[src/rtl/usbphy_evt_pkg.sv]
`timescale 1ns/1ps
// Package: shared constants, register selectors and event bit order for the
// PHY event register bank. Assumes a 32-bit bus word: upper half mask, lower half data.
package usbphy_evt_pkg;
    localparam int HALF_W         = 16;
    localparam int WORD_W         = 2 * HALF_W;
    localparam int SUS_W          = 9;
    localparam int CTRL_IDSEL_BIT = 9;
    localparam int CTRL_IDVAL_BIT = 10;
    localparam int CTRL_W         = 11;
    localparam int N_EVT          = 4;

    // Word address of each register.
    typedef enum logic [1:0] {
        SEL_CTRL = 2'd0,
        SEL_EVEN = 2'd1,
        SEL_EVST = 2'd2,
        SEL_RAW  = 2'd3
    } reg_sel_e;

    // Bit order of the event enable and status registers.
    localparam int EV_VBUS_RISE = 0;
    localparam int EV_ID_FALL   = 1;
    localparam int EV_ID_RISE   = 2;
    localparam int EV_LS_CHG    = 3;
endpackage

[src/rtl/usbphy_evt_sync.sv]
`timescale 1ns/1ps
// Module: multi-stage flop synchronizer for a group of asynchronous PHY inputs.
// Assumes each bit is independent and slow compared with clk; reset clears all stages.
module usbphy_evt_sync #(
    parameter int W      = 4,
    parameter int STAGES = 2
) (
    input  logic         clk,
    input  logic         rst_n,
    input  logic [W-1:0] async_i,
    output logic [W-1:0] sync_o
);
    logic [W-1:0] stg [STAGES];

    generate
        for (genvar s = 0; s < STAGES; s++) begin : g_stage
            // Shift one stage per clock, the first stage takes the raw input.
            always_ff @(posedge clk) begin
                if (!rst_n) begin
                    stg[s] <= '0;
                end else if (s == 0) begin
                    stg[s] <= async_i;
                end else begin
                    stg[s] <= stg[(s == 0) ? 0 : s - 1];
                end
            end
        end
    endgenerate

    assign sync_o = stg[STAGES-1];
endmodule

[src/rtl/usbphy_evt_detect.sv]
`timescale 1ns/1ps
// Module: edge detection and sticky status for the four PHY sideband events.
// Assumes synchronized inputs. A status bit sets only while its enable is 1,
// and a set on the same edge as a clear wins.
module usbphy_evt_detect
    import usbphy_evt_pkg::*;
#(
    parameter int LS_W = 2
) (
    input  logic             clk,
    input  logic             rst_n,
    input  logic             vbus_s,
    input  logic             id_s,
    input  logic [LS_W-1:0]  ls_s,
    input  logic [N_EVT-1:0] evt_en,
    input  logic [N_EVT-1:0] evt_clr,
    output logic [N_EVT-1:0] evt_st
);
    logic            vbus_p;
    logic            id_p;
    logic [LS_W-1:0] ls_p;
    logic [N_EVT-1:0] hit;

    // Hold the previous synchronized values for edge comparison.
    always_ff @(posedge clk) begin
        if (!rst_n) begin
            vbus_p <= 1'b0;
            id_p   <= 1'b0;
            ls_p   <= '0;
        end else begin
            vbus_p <= vbus_s;
            id_p   <= id_s;
            ls_p   <= ls_s;
        end
    end

    // Decode the qualifying edge of each event source.
    always_comb begin
        hit               = '0;
        hit[EV_VBUS_RISE] = vbus_s & ~vbus_p;
        hit[EV_ID_FALL]   = ~id_s & id_p;
        hit[EV_ID_RISE]   = id_s & ~id_p;
        hit[EV_LS_CHG]    = |(ls_s ^ ls_p);
    end

    generate
        for (genvar e = 0; e < N_EVT; e++) begin : g_evt
            // Sticky status: an enabled hit sets it, a software clear drops it.
            always_ff @(posedge clk) begin
                if (!rst_n) begin
                    evt_st[e] <= 1'b0;
                end else if (hit[e] && evt_en[e]) begin
                    evt_st[e] <= 1'b1;
                end else if (evt_clr[e]) begin
                    evt_st[e] <= 1'b0;
                end
            end
        end
    endgenerate
endmodule

[src/rtl/usbphy_evt_ctrl.sv]
`timescale 1ns/1ps
// Module: bit-masked control and event-enable registers.
// Assumes a one-cycle write strobe per register; bit i is written only when
// mask bit HALF_W+i of the write word is 1.
module usbphy_evt_ctrl
    import usbphy_evt_pkg::*;
(
    input  logic              clk,
    input  logic              rst_n,
    input  logic              wr_ctrl,
    input  logic              wr_en,
    input  logic [WORD_W-1:0] wdata,
    output logic [CTRL_W-1:0] ctrl_q,
    output logic [N_EVT-1:0]  en_q
);
    generate
        for (genvar b = 0; b < CTRL_W; b++) begin : g_ctrl
            // Update one control bit when its own mask bit is set.
            always_ff @(posedge clk) begin
                if (!rst_n) begin
                    ctrl_q[b] <= 1'b0;
                end else if (wr_ctrl && wdata[HALF_W+b]) begin
                    ctrl_q[b] <= wdata[b];
                end
            end
        end
        for (genvar b = 0; b < N_EVT; b++) begin : g_en
            // Update one event-enable bit when its own mask bit is set.
            always_ff @(posedge clk) begin
                if (!rst_n) begin
                    en_q[b] <= 1'b0;
                end else if (wr_en && wdata[HALF_W+b]) begin
                    en_q[b] <= wdata[b];
                end
            end
        end
    endgenerate
endmodule

[src/rtl/usbphy_evt_regbank.sv]
`timescale 1ns/1ps
// Module: top of the PHY port register bank. Decodes the register bus, syncs the
// PHY sideband inputs, selects the reported ID and drives suspend and interrupt.
// Assumes reads are combinational and writes take effect at the next clock edge.
module usbphy_evt_regbank
    import usbphy_evt_pkg::*;
#(
    parameter int ADDR_W      = 2,
    parameter int LS_W        = 2,
    parameter int SYNC_STAGES = 2
) (
    input  logic              clk,
    input  logic              rst_n,
    input  logic [ADDR_W-1:0] bus_addr,
    input  logic              bus_wr,
    input  logic [31:0]       bus_wdata,
    output logic [31:0]       bus_rdata,
    input  logic              phy_vbus_valid,
    input  logic              phy_id,
    input  logic [LS_W-1:0]   phy_linestate,
    output logic [SUS_W-1:0]  susp_code_o,
    output logic              suspend_o,
    output logic              id_out,
    output logic              irq
);
    localparam int SYNC_W = LS_W + 2;
    localparam int RAW_W  = LS_W + 3;

    logic [CTRL_W-1:0] ctrl_q;
    logic [N_EVT-1:0]  evt_en;
    logic [N_EVT-1:0]  evt_st;
    logic [N_EVT-1:0]  evt_clr;
    logic [SYNC_W-1:0] sync_v;
    logic              vbus_s;
    logic              id_s;
    logic [LS_W-1:0]   ls_s;
    logic              sel_ctrl, sel_en, sel_st, sel_raw;
    logic [RAW_W-1:0]  raw_v;

    // Address decode for the four registers.
    assign sel_ctrl = (bus_addr == ADDR_W'(SEL_CTRL));
    assign sel_en   = (bus_addr == ADDR_W'(SEL_EVEN));
    assign sel_st   = (bus_addr == ADDR_W'(SEL_EVST));
    assign sel_raw  = (bus_addr == ADDR_W'(SEL_RAW));

    usbphy_evt_sync #(.W(SYNC_W), .STAGES(SYNC_STAGES)) sync_i (
        .clk     (clk),
        .rst_n   (rst_n),
        .async_i ({phy_vbus_valid, phy_id, phy_linestate}),
        .sync_o  (sync_v)
    );

    assign ls_s   = sync_v[LS_W-1:0];
    assign id_s   = sync_v[LS_W];
    assign vbus_s = sync_v[LS_W+1];

    usbphy_evt_ctrl ctrl_i (
        .clk     (clk),
        .rst_n   (rst_n),
        .wr_ctrl (bus_wr && sel_ctrl),
        .wr_en   (bus_wr && sel_en),
        .wdata   (bus_wdata),
        .ctrl_q  (ctrl_q),
        .en_q    (evt_en)
    );

    // Clear request: data 1 with its mask bit set, on a status-register write.
    assign evt_clr = (bus_wr && sel_st) ?
                     (bus_wdata[N_EVT-1:0] & bus_wdata[HALF_W +: N_EVT]) : '0;

    usbphy_evt_detect #(.LS_W(LS_W)) det_i (
        .clk     (clk),
        .rst_n   (rst_n),
        .vbus_s  (vbus_s),
        .id_s    (id_s),
        .ls_s    (ls_s),
        .evt_en  (evt_en),
        .evt_clr (evt_clr),
        .evt_st  (evt_st)
    );

    // Reported ID: register value when selected, otherwise the synced pin.
    assign id_out      = ctrl_q[CTRL_IDSEL_BIT] ? ctrl_q[CTRL_IDVAL_BIT] : id_s;
    assign susp_code_o = ctrl_q[SUS_W-1:0];
    assign suspend_o   = |ctrl_q[SUS_W-1:0];
    assign irq         = |(evt_st & evt_en);
    assign raw_v       = {id_out, vbus_s, id_s, ls_s};

    // Read mux; the upper half and unimplemented bits return zero.
    always_comb begin
        bus_rdata = '0;
        unique case (1'b1)
            sel_ctrl: bus_rdata[CTRL_W-1:0] = ctrl_q;
            sel_en:   bus_rdata[N_EVT-1:0]  = evt_en;
            sel_st:   bus_rdata[N_EVT-1:0]  = evt_st;
            sel_raw:  bus_rdata[RAW_W-1:0]  = raw_v;
            default:  bus_rdata = '0;
        endcase
    end
endmodule

[config.mk]
export PLATFORM = sky130hd
export DESIGN_NAME = usbphy_evt_regbank
export DESIGN_NICKNAME = d
export VERILOG_FILES = /design/src/rtl/usbphy_evt_pkg.sv /design/src/rtl/usbphy_evt_sync.sv /design/src/rtl/usbphy_evt_detect.sv /design/src/rtl/usbphy_evt_ctrl.sv /design/src/rtl/usbphy_evt_regbank.sv
export SDC_FILE = /design/constraint.sdc
export NUM_CORES = 1
export LEC_CHECK = 0
export BUFFER_PORTS_ARGS = -buffer_cell sky130_fd_sc_hd__buf_2
export CAP_MARGIN = 25
export CORE_MARGIN = 2
export CORE_UTILIZATION = 35
export CTS_CLUSTER_SIZE = 20
export DETAILED_ROUTE_END_ITERATION = 10
export PLACE_DENSITY = 0.76
export SKIP_CTS_REPAIR_TIMING = 1
export SLEW_MARGIN = 10
export SYNTH_ARGS = -nofsm -noshare
export SYNTH_HDL_FRONTEND = slang
export SYNTH_HIERARCHICAL = 1
export SYNTH_SLANG_ARGS = --single-unit
[constraint.sdc]
create_clock -name clk -period 1.5 [get_ports clk]
set_input_delay 0.3 -clock clk [delete_from_list [all_inputs] [get_ports clk]]
set_output_delay 0.3 -clock clk [all_outputs]
set_load 0.02 [all_outputs]
# Yosys cells after proc, flatten, opt, wreduce, memory -nomap -nowiden
# Memories as Yosys holds them, arrays and structs flattened.
# Index checks and enable logic that the tools add are counted.
[totals]
out_inout_bits = 44
ff_bits = 23
ramBits = 8
word_cells = 84
memories = 1
inputBits = 41
[op_classes]
n_eq_ne = 3
bitwise_logic = 11
reduce_logical = 30
mux = 17
[mem_list]
columns = ["name", "words", "width", "rd", "rd_clocked_by_memory_dff", "wr", "line_no", "text"]
rows = [
  ["sync_i.stg", 2, 4, 2, 0, 2, "usbphy_evt_sync.sv:13", "logic [W-1:0] stg [STAGES];"],
]
[op_table]
columns = ["cell", "count"]
rows = [
  ["logical AND 1 bit", 22],
  ["one-hot mux 4 bit (4 select lines)", 1],
  ["two-way mux 4 bit", 3],
  ["two-way mux 1 bit", 11],
  ["OR reduction 9 bit", 1],
  ["bitwise AND 4 bit", 2],
  ["nonzero test 2 bit", 4],
  ["two-way mux 6 bit", 1],
  ["equality test 2 bit, second input constant", 2],
  ["OR reduction 4 bit", 1],
  ["bitwise AND 1 bit", 3],
  ["NOT 1 bit", 3],
  ["equality test 2 x 1 -> 1 bit, second input constant", 1],
  ["logical NOT 2 bit", 1],
  ["bitwise OR 1 bit", 2],
  ["one-hot mux 1 bit (2 select lines)", 1],
  ["OR reduction 2 bit", 1],
  ["XOR 2 bit", 1],
]

# Depth between registers and ports, before layout
[logic_depth]
word_depth = 5
ltp_mapped = 7
depth_no_buf = 6

# By module
# Netlist, hierarchy kept.
[modules_own_cells]
columns = ["mod", "area_per_inst_um2", "seq_area_each_um2", "cells_per_inst", "n_inst"]
rows = [
  ["usbphy_evt_ctrl", 653.1, 300.3, 75, 1],
  ["usbphy_evt_regbank", 460.4, 0.0, 65, 1],
  ["usbphy_evt_detect", 284.0, 160.2, 28, 1],
  ["usbphy_evt_sync", 210.2, 160.2, 16, 1],
]

# Least setup slack after synthesis
# Ideal clock, no wire load.
[synth_path]
kind = "in2out"
from = "in bus_addr[0]"
to = "out bus_rdata[3]"
required_ns = 1.200
path_stages = 5
slack_ns = 0.204
path_buffers = 1
arrival_time_ns = 0.996
path_cell_list = "inv_1 ha_1 buf_2 a22oi_1 nand2_1"
[synth_between]
elab_chain_len = 2
elab_cells_between_ends = 5
[synth_lines]
columns = ["item", "line_no", "text"]
rows = [
  ["start: declaration", "usbphy_evt_regbank.sv:14", "input logic [ADDR_W-1:0] bus_addr,"],
  ["equality test 2 bit, or another cell as far along", "usbphy_evt_regbank.sv:44", "assign sel_raw = (bus_addr == ADDR_W'(SEL_RAW));"],
  ["one-hot mux 4 bit (4 select lines) *", "usbphy_evt_regbank.sv:92", "unique case (1'b1)"],
  ["end: declaration", "usbphy_evt_regbank.sv:17", "output logic [31:0] bus_rdata,"],
]
# Mark *: on every way between the ends. The rest lies on a longest branch, timed or not.

# Worst setup path in the final report
[layout_path]
from = "reg ctrl_i.ctrl_q[5]"
to = "out suspend_o"
[layout_between]
elab_chain_len = 1
[layout_lines]
columns = ["item", "line_no", "text"]
rows = [
  ["start: declaration", "usbphy_evt_ctrl.sv:13", "output logic [CTRL_W-1:0] ctrl_q,"],
  ["start signal: indexed assignment", "usbphy_evt_ctrl.sv:23", "ctrl_q[b] <= wdata[b];"],
  ["OR reduction 9 bit", "usbphy_evt_regbank.sv:85", "assign suspend_o = |ctrl_q[SUS_W-1:0];"],
  ["end: declaration", "usbphy_evt_regbank.sv:22", "output logic suspend_o,"],
]
# Every way passes these cells.

==> run_results.csv <==
group,metric,value,unit
setup_path,required,1.20,ns
global_route,antenna_found_initial,0,
place,place.gp.congestion,0.7989,
sta,fin_ws,0.01739,ns
place,place_ws,-0.1205,ns
sta,layout_min_cycle_time,1.483,ns
synth,netlist_area,1608,um2
die,dieArea,5152,um2
die,core_region_area,4384,um2
global_route,grt_pass1_wl,5554,um
synth,synthCells,184,
global_route,top_usage_layer,"met2",
synth,seq_area_frac_synth,38.60,%
cts,insertion_delay,0.29,ns
synth,postSynthAreaPerCell,8.738,um2
detailed_routing,drt_iter0_markers,43,
synth,ys_ff_latch,31,
die,die_h,71.78,um
global_route,grt.total_usage,14.23,%
detailed_routing,dr.pass1.iters,4,
detailed_routing,vias_per_cell,4.553,
synth,synth.distinct_cells,29,
setup_path,worstSetupStartpointType,"register",
global_route,grt_use_met3,5.485,%
die,rows,24,
synth,ys_warn_count,6,
cts,cts_buffers,5,
setup_path,r2r_slack,0.66,ns
cts,clock-root-buffer,"clkbuf_8",
setup_path,worstSetupStartpoint,"ctrl_i/ctrl_q[5]",
place,dp_hpwl,2637,um
pwr,p_leak,1.069,nW
synth,synth_top_cells_by_count,"nand2_1, dfxtp_1, and2_1, buf_4, mux2i_1",
detailed_routing,vias,1343,
synth,yosysTopAreaCellShare,38.60,%
sta,rsz0062_at_grt,"yes",
global_route,grt_util_met2,22.12,%
pwr,ir_worst_vdd,552.3,uV
hold_path,holdCritPathClass,"in2reg",
sta,finClkSkew,0.005829,ns
cts,clk_path_buf_depth,2,
pwr,total_power,1.971,mW
cts,clkTransAtPathRegs,0.07,ns
place,io_buffers,53,
pwr,power_density,964.5,nW/um2
setup_path,crit_type,"reg2out",
cells_and_area,fillCellCount,442,
cells_and_area,diodes,0,
setup_path,worstPathMaxFanout,4,
synth,synthArstFlopShare,0,%
cells_and_area,finish.utilization,46.60,%
cts,htree_levels,2,
global_route,met1_usage,17.48,%
die,start_util,36.67,%
sta,hold_viol,0,
cells_and_area,fin_nets,287,
cells_and_area,syn_to_final_growth,27.08,%
synth,synth_top_cell_by_area,"dfxtp_1",
synth,synth_area_leaders,"dfxtp_1, nand2_1, buf_4",
run,maxCapViolCount,0,
detailed_routing,post_drt_wl_per_cell,11.90,um
sta,holdWs,0.2153,ns
detailed_routing,drcViolationCount,0,
sta,slew_violations,0,
global_route,gr-total-overflow,0,
outcome,status,"complete, no violations",
synth,synth_edf_count,0,
die,io_pins,85,
cts,cts_tree,"done",
setup_path,setup.worst_path.end_class,"output pin",
detailed_routing,drtAntennaViolNets,0,
detailed_routing,wirelength,3510,um
sta,fin_crit_sh,98.84,%
global_route,grt_pass1_vias,1204,
setup_path,r2r_start,"sync_i/stg[1][0]",
sta,fin_setup_tns,0,ns
sta,max_freq,0.6745,GHz
setup_path,arrival,1.18,ns
synth,synthFlopType,"dfxtp_1",
hold_path,hp-start,"phy_vbus_valid",
global_route,grt_max_degree,43,
die,dieWidth,71.78,um
cells_and_area,drive_above_1_share,34.16,%
synth,synth_most_common_cell,"nand2_1",
sta,setup_viol,0,
cts,clock_sinks,31,
## power breakdown
part | total (mW) | switching [mW] | internal [mW]
Sequential | 0.863 | 0.0173 | 0.846
Clock | 0.851 | 0.314 | 0.537
Combinational | 0.256 | 0.155 | 0.101
## metal layers
metal / share of wire [%] / routed length [um]
met2: 49 / 1706
met5: 0 / 0
met1: 43 / 1496
met4: 1.7 / 61
met3: 7.0 / 246
## sequential cells by signal, summed over array words and instances (netlist names)
register	count
det_i/vbus_p	1
ctrl_i/en_q	4
sync_i/stg	8
det_i/id_p	1
ctrl_i/ctrl_q	11
det_i/evt_st	4
det_i/ls_p	2
## per-stage QoR
| step | cell area (um2) | std cells |
|---|---|---|
| 2_1_floorplan | 1683 | 204 |
| 3_3_place_gp | 1844 | 287 |
| 3_5_place_dp | 1844 | 287 |
| 4_1_cts | 1962 | 295 |
| 5_1_grt | 2043 | 295 |
| 6_report | 2043 | 295 |
## cell usage in the layout (no fill, tap or decap), drive strengths merged, types with 2 or more instances in the layout
cell | netlist | final
a22oi | 10 | 10
xor2 | 2 | 2
buf | 25 | 57
conb | 1 | 21
dfxtp | 31 | 31
clkbuf | 1 | 6
inv | 4 | 4
nand2b | 2 | 2
and2 | 23 | 23
nand2 | 49 | 49
a21boi | 2 | 2
o22ai | 2 | 2
and3 | 4 | 4
mux2i | 15 | 15
ha | 4 | 4
## cell families after synthesis
logic type / Yosys count / share of synthesized area (%)
adders and majority gates: 4 / 3.113
muxes: 16 / 10.27
AOI/OAI and AO/OA: 16 / 7.626
other: 1 / 0.2332
xor gates and xnor gates: 2 / 1.090
DFF: 31 / 38.60
and+or+nand+nor: 84 / 24.98
buffers and inverters: 30 / 14.09
## final cells by class
type | instances | area [um2] | area share, %
multi-input cells | 143 | 903.4 | 44.21
flip-flops and latches | 31 | 625.6 | 30.62
repair buffers | 57 | 316.6 | 15.49
well taps | 52 | 65.06 | 3.184
clock inverters | 2 | 35.03 | 1.715
clock buffers | 6 | 82.58 | 4.042
inverters | 4 | 15.01 | 0.7348
## path summary, 6_finish.rpt
path,end,depth (start not counted)
hold / removal,sync_i/stg[0][3],2
hold reg to reg,sync_i/stg[1][2],1
setup reg to reg,det_i/evt_st[3],3
setup / recovery,suspend_o,3
## worst max-delay path, cell delays in order, from the launching register on
cell and delay [ns]:
dfxtp_2 0.34, nor4_4 0.26, nand3_1 0.12, buf_4 0.18
Note: power is estimated with default switching activity, not from simulation.
